--- src/rtl/dma_regs_pkg.sv ---
package dma_regs_pkg;
   localparam int OFS_CTRL = 'h00;
   localparam int OFS_STAT = 'h04;
   localparam int OFS_CUR  = 'h08;
   localparam int OFS_NEXT = 'h24;

   localparam int BIT_ENABLE = 0;
   localparam int BIT_APPEND = 1;
   localparam int BIT_BUSY   = 13;

   // sticky flag order: done, chain end, fault[0..3]
   localparam int STICKY_N = 6;

   function automatic int sticky_pos(input int idx);
      case (idx)
         0:       return 12;
         1:       return 11;
         2:       return 3;
         3:       return 4;
         4:       return 5;
         default: return 9;
      endcase
   endfunction

   typedef struct packed {
      logic append;
      logic enable;
   } ctrl_t;
endpackage

--- src/rtl/dma_ctrl_reg.sv ---
module dma_ctrl_reg (
   input  logic clk,
   input  logic rst_n,
   input  logic wr_ctrl,
   input  logic wdata_en,
   input  logic wdata_app,
   input  logic app_ack,
   output dma_regs_pkg::ctrl_t ctrl
);
   logic set_app;
   assign set_app = wr_ctrl & wdata_app;

   always_ff @(posedge clk) begin
      if (!rst_n) begin
         ctrl <= '0;
      end else begin
         if (wr_ctrl)
            ctrl.enable <= wdata_en;
         if (set_app)
            ctrl.append <= 1'b1;
         else if (app_ack)
            ctrl.append <= 1'b0;
      end
   end

   p_enable_load_r2: assert property (@(posedge clk) disable iff (!rst_n)
      wr_ctrl |=> ctrl.enable == $past(wdata_en));
   p_append_hold_r3: assert property (@(posedge clk) disable iff (!rst_n)
      ctrl.append && !app_ack |=> ctrl.append);
   p_append_drop_r3: assert property (@(posedge clk) disable iff (!rst_n)
      ctrl.append && app_ack && !set_app |=> !ctrl.append);
   p_append_win_r3: assert property (@(posedge clk) disable iff (!rst_n)
      set_app |=> ctrl.append);
endmodule

--- src/rtl/dma_sticky_status.sv ---
module dma_sticky_status #(
   parameter int N = 6
) (
   input  logic         clk,
   input  logic         rst_n,
   input  logic [N-1:0] evt,
   input  logic [N-1:0] clr,
   output logic [N-1:0] flags
);
   initial begin
      if (N < 1) $error("sticky status needs at least one flag");
   end

   for (genvar i = 0; i < N; i++) begin : g_cell
      always_ff @(posedge clk) begin
         if (!rst_n)
            flags[i] <= 1'b0;
         else if (evt[i])
            flags[i] <= 1'b1;
         else if (clr[i])
            flags[i] <= 1'b0;
      end

      p_set_wins_r7: assert property (@(posedge clk) disable iff (!rst_n)
         evt[i] |=> flags[i]);
      p_hold_r5: assert property (@(posedge clk) disable iff (!rst_n)
         flags[i] && !clr[i] |=> flags[i]);
      p_clear_r6: assert property (@(posedge clk) disable iff (!rst_n)
         clr[i] && !evt[i] |=> !flags[i]);
   end
endmodule

--- src/rtl/dma_read_mux.sv ---
module dma_read_mux #(
   parameter int DATA_W   = 32,
   parameter int ADDR_W   = 6,
   parameter int DESC_W   = 32,
   parameter bit READ_REG = 1'b1
) (
   input  logic              clk,
   input  logic              rst_n,
   input  logic              rd,
   input  logic [ADDR_W-1:0] addr,
   input  logic [DATA_W-1:0] ctrl_word,
   input  logic [DATA_W-1:0] stat_word,
   input  logic [DESC_W-1:0] cur_desc,
   input  logic [DESC_W-1:0] next_desc,
   output logic [DATA_W-1:0] rdata
);
   import dma_regs_pkg::*;

   logic [DATA_W-1:0] sel;

   always_comb begin
      sel = '0;
      if (addr == ADDR_W'(OFS_CTRL))      sel = ctrl_word;
      else if (addr == ADDR_W'(OFS_STAT)) sel = stat_word;
      else if (addr == ADDR_W'(OFS_CUR))  sel = DATA_W'(cur_desc);
      else if (addr == ADDR_W'(OFS_NEXT)) sel = DATA_W'(next_desc);
   end

   if (READ_REG) begin : g_reg
      always_ff @(posedge clk) begin
         if (!rst_n)
            rdata <= '0;
         else if (rd)
            rdata <= sel;
      end

      p_rd_hold_r11: assert property (@(posedge clk) disable iff (!rst_n)
         !rd |=> $stable(rdata));
   end else begin : g_comb
      logic unused_ok;
      assign unused_ok = clk ^ rst_n ^ rd;
      assign rdata = sel;
   end
endmodule

--- src/rtl/dma_chan_regs.sv ---
module dma_chan_regs #(
   parameter int DATA_W   = 32,
   parameter int ADDR_W   = 6,
   parameter int DESC_W   = 32,
   parameter bit READ_REG = 1'b1
) (
   input  logic              clk,
   input  logic              rst_n,
   input  logic              reg_wr,
   input  logic              reg_rd,
   input  logic [ADDR_W-1:0] reg_addr,
   input  logic [DATA_W-1:0] reg_wdata,
   output logic [DATA_W-1:0] reg_rdata,
   output logic              eng_enable,
   output logic              eng_append_req,
   input  logic              eng_append_ack,
   input  logic              eng_busy,
   input  logic [DESC_W-1:0] eng_cur_desc,
   output logic [DESC_W-1:0] eng_next_desc,
   input  logic              evt_xfer_done,
   input  logic              evt_chain_end,
   input  logic [3:0]        evt_fault,
   output logic              irq
);
   import dma_regs_pkg::*;

   localparam int MIN_DATA_W = BIT_BUSY + 1;
   localparam int MIN_ADDR_W = $clog2(OFS_NEXT + 1);

   initial begin
      if (DATA_W < MIN_DATA_W) $error("DATA_W too narrow for status layout");
      if (ADDR_W < MIN_ADDR_W) $error("ADDR_W too narrow for register offsets");
      if (DESC_W > DATA_W)     $error("DESC_W must not exceed DATA_W");
   end

   logic wr_ctrl, wr_stat, wr_next;
   assign wr_ctrl = reg_wr && (reg_addr == ADDR_W'(OFS_CTRL));
   assign wr_stat = reg_wr && (reg_addr == ADDR_W'(OFS_STAT));
   assign wr_next = reg_wr && (reg_addr == ADDR_W'(OFS_NEXT));

   // control
   ctrl_t ctrl;
   dma_ctrl_reg u_ctrl (
      .clk       (clk),
      .rst_n     (rst_n),
      .wr_ctrl   (wr_ctrl),
      .wdata_en  (reg_wdata[BIT_ENABLE]),
      .wdata_app (reg_wdata[BIT_APPEND]),
      .app_ack   (eng_append_ack),
      .ctrl      (ctrl)
   );
   assign eng_enable     = ctrl.enable;
   assign eng_append_req = ctrl.append;

   // sticky status
   logic [STICKY_N-1:0] evt_vec, clr_vec, flags;
   assign evt_vec = {evt_fault, evt_chain_end, evt_xfer_done};

   always_comb begin
      for (int i = 0; i < STICKY_N; i++)
         clr_vec[i] = wr_stat & reg_wdata[sticky_pos(i)];
   end

   dma_sticky_status #(.N(STICKY_N)) u_stat (
      .clk   (clk),
      .rst_n (rst_n),
      .evt   (evt_vec),
      .clr   (clr_vec),
      .flags (flags)
   );

   // next-descriptor pointer
   logic [DESC_W-1:0] next_q;
   always_ff @(posedge clk) begin
      if (!rst_n)
         next_q <= '0;
      else if (wr_next)
         next_q <= reg_wdata[DESC_W-1:0];
   end
   assign eng_next_desc = next_q;

   // readback words
   logic [DATA_W-1:0] ctrl_word, stat_word;
   always_comb begin
      ctrl_word             = '0;
      ctrl_word[BIT_ENABLE] = ctrl.enable;
      ctrl_word[BIT_APPEND] = ctrl.append;
      stat_word             = '0;
      stat_word[BIT_BUSY]   = eng_busy;
      for (int i = 0; i < STICKY_N; i++)
         stat_word[sticky_pos(i)] = flags[i];
   end

   dma_read_mux #(
      .DATA_W   (DATA_W),
      .ADDR_W   (ADDR_W),
      .DESC_W   (DESC_W),
      .READ_REG (READ_REG)
   ) u_rd (
      .clk       (clk),
      .rst_n     (rst_n),
      .rd        (reg_rd),
      .addr      (reg_addr),
      .ctrl_word (ctrl_word),
      .stat_word (stat_word),
      .cur_desc  (eng_cur_desc),
      .next_desc (next_q),
      .rdata     (reg_rdata)
   );

   assign irq = |flags;

   p_next_load_r9: assert property (@(posedge clk) disable iff (!rst_n)
      wr_next |=> eng_next_desc == $past(reg_wdata[DESC_W-1:0]));
   p_next_keep_r9: assert property (@(posedge clk) disable iff (!rst_n)
      !wr_next |=> $stable(eng_next_desc));
   p_irq_rise_r10: assert property (@(posedge clk) disable iff (!rst_n)
      $rose(irq) |-> $past(|evt_vec));
   p_irq_fall_r10: assert property (@(posedge clk) disable iff (!rst_n)
      $fell(irq) |-> $past(wr_stat));
endmodule

--- config.mk ---
export PLATFORM = sky130hd
export DESIGN_NAME = dma_chan_regs
export DESIGN_NICKNAME = d
export VERILOG_FILES = /design/src/rtl/dma_regs_pkg.sv /design/src/rtl/dma_ctrl_reg.sv /design/src/rtl/dma_sticky_status.sv /design/src/rtl/dma_read_mux.sv /design/src/rtl/dma_chan_regs.sv
export SDC_FILE = /design/constraint.sdc
export NUM_CORES = 1
export LEC_CHECK = 0
export CAP_MARGIN = 10
export CORE_MARGIN = 4
export CORE_UTILIZATION = 40
export DETAILED_ROUTE_END_ITERATION = 6
export PLACE_DENSITY_LB_ADDON = 0.25
export SYNTH_ARGS = -nofsm -noshare
export SYNTH_HDL_FRONTEND = slang
export SYNTH_SLANG_ARGS = --single-unit
export TNS_END_PERCENT = 5
--- constraint.sdc ---
create_clock -name clk -period 3.1 [get_ports clk]
set_input_delay 0.62 -clock clk [delete_from_list [all_inputs] [get_ports clk]]
set_output_delay 0.62 -clock clk [all_outputs]
set_load 0.02 [all_outputs]
==> metrics.txt <==
Final Slew Violations=0; MaxCap Viol Count=0; cts bufs inserted=9; switching part of the total=23.2%; H-Tree Depth=3; chip height=about 95 µm; layout cells sized above 1=7.32%; YS warnings=0; starting DRC count in detailed routing=132; FMAX=approximately 440 MHz; Final Core Density=65.6%; Flop pwr share=between 40 and 50%; metal3 WL=around 610 µm; Resized cells post-CTS=0; WL per Instance=approximately 16 µm; commonest non-fill, non-tap cell in the layout=clkdlybuf4s50_1; main flop type after synthesis=dfxtp_1; via count=3177; fin cells=between 500 and 600; port buffer count=148; dpl hpwl=a little over 7000 µm; Fin Hold WS=approximately 0.45 ns; Pre-antenna DRT Iters=4; Int Pwr=1.48 mW; CTS Buffer Depth=2; library cells used by synthesis=33; Final min period=between 2 and 2.5 ns; Worst Setup End Kind=output pin; Pwr per Cell Area=~400 mW/mm²; Post-Place Worst Slack=slightly below 0.6 ns; CTS tree=yes; fin nets=569; status=finished clean; worst hold path class=register to register; largest net degree at the start of global routing=38; Peak supply drop=roughly 0.26 mV; Synth top area share=47.3%; Post-Synthesis Cells=349; fin worst setup slack=0.836 ns; Mapped Area=~0.0030 mm²; root buffer cell=clkbuf_8; Post-synth ARST share=0%; Initial Util=just over 40%; via-per-instance ratio=5.38; category of the most critical setup path=register to output pin; Synth-to-Final Area Change=57.8%; die area=around 0.0091 mm²; placed inst area=between 0.004 and 0.005 mm²; clock tree sinks=72; Post-synth EDFFs=0; LEAKAGE=1.61 nW; slew margin rel.=approximately 64%; Post-Route Setup TNS=0 ns; measured slew at the worst slew-check pin=0.534 ns; CP arrival=roughly 1.6 ns; Post-Route WL=between 9000 and 10000 µm; post-synthesis sequential area ratio=approximately 47%; clock skew=approximately 0.016 ns; Antenna diodes=0; worst skew pair latency=approximately 0.33 ns; setup violators final=0; DRC viols=0; Hold Fails Final Rpt=0; Top Layer Used=met4; switching power=around 0.45 mW; Data required, critical path=around 2.5 ns; clock power share=roughly two fifths; Post-Layout Inst Area=between 0.004 and 0.005 mm²; I/O pin total=~150; Core Area=approximately 0.0073 mm²; width of the die=between 90 and 100 µm; vias in the first global route=around 3000; period utilization=roughly three quarters; gpl congestion=0.827; synth top area cells=dfxtp_1 47%, o21ai_1 8.7%, a21boi_1 7.9%, a22oi_1 7.4%, nand3_1 6.1%; syn avg cell area=around 8.7 µm²; placed cells=around 580; number of synthesized register bits=a little over 70; M1 wire length=4140 µm; Mapped Nets=431; # Post-CTS Setup Buffers=0; part of the power in combinational logic=a little under an eighth; first-pass GRT wire length=roughly 15000 µm; remaining global-route overflow=0; post-route ant nets=0; GRT Resource Usage Total=20.9%; row count=31; hold buffers post-CTS=0; RSZ-0062 raised after global routing=no; crit path launch type=register; initial antenna violation count=0; leading area contributor after synthesis=dfxtp_1; crit-path max FO=3; Final Power=slightly below 2 mW; most frequent cells in the layout=148 x clkdlybuf4s50_1, 72 x dfxtp_1, 53 x o21ai_1, 37 x nand3_1; met2 WL=roughly 4700 µm; clk slew on worst S/H paths=~0.08 ns
cell usage after synthesis, types with 3 or more instances:
library cell and count:
o221ai_1 6, nand3_1 37, buf_2 12, o21ai_1 53, a31oi_1 8, dfxtp_1 72, o21ai_0 11, clkbuf_1 17
a21boi_1 32, buf_6 3, nand2_1 32, a22oi_1 30, inv_1 13
worst paths after layout:
check / start / to / slack (ns) / cells after the start
setup / recovery: u_stat.flags[1] / irq / 0.84 / 3
hold / removal: u_rd.rdata[27] / u_rd.rdata[27] / 0.45 / 2
setup reg to reg: u_ctrl.ctrl[0] / u_rd.rdata[0] / 2.20 / 3
hold reg to reg: u_rd.rdata[27] / u_rd.rdata[27] / 0.45 / 2
routing by layer:
metal	GRT usage [%]	vias to the layer above
met1	26.8	1503
li1	-	1542
met3	3.55	8
met5	0	-
met4	8.05	0
met2	34.9	124
cell families (layout without fill, tap and decap cells):
family,count (synthesis),count (layout),share of synthesized area (%)
AOI/OAI and AO/OA,143,143,29.9
buffers and inverters,46,189,7.02
DFF,72,72,47.3
muxes,3,3,1.07
and+or+nand+nor,85,85,14.7
area by class of cell:
cell class / instances / area (µm²)
Fill cell: 617 / 2520
Timing Repair Buffer: 160 / 1570
Sequential cell: 72 / 1440
Multi-Input combinational cell: 231 / 1420
Clock buffer: 12 / 155
Tap cell: 99 / 124
Clock inverter: 4 / 51.3
Inverter: 13 / 48.8
critical path, cell delays in order (launching register included):
cell,delay (ns)
dfxtp_1,0.34
nor4_1,0.31
nand3_1,0.12
clkdlybuf4s50_1,0.55
power by group through the flow:
stage / registers, mW / clock network [mW] / logic [mW]
2_1_floorplan: 0.965 / 0 / 0.0746
3_3_place_gp: 0.962 / 0 / 0.221
3_5_place_dp: 0.962 / 0 / 0.222
4_1_cts: 0.940 / 0.781 / 0.224
5_1_grt: 0.941 / 0.827 / 0.240
6_report: 0.940 / 0.765 / 0.224
sequential cells by signal, indices dropped and copies added, names as in the netlist:
signal,cells
u_ctrl.ctrl,2
u_stat.flags,6
u_rd.rdata,32
eng_next_desc,32
Power figures use the tool's default switching activity.
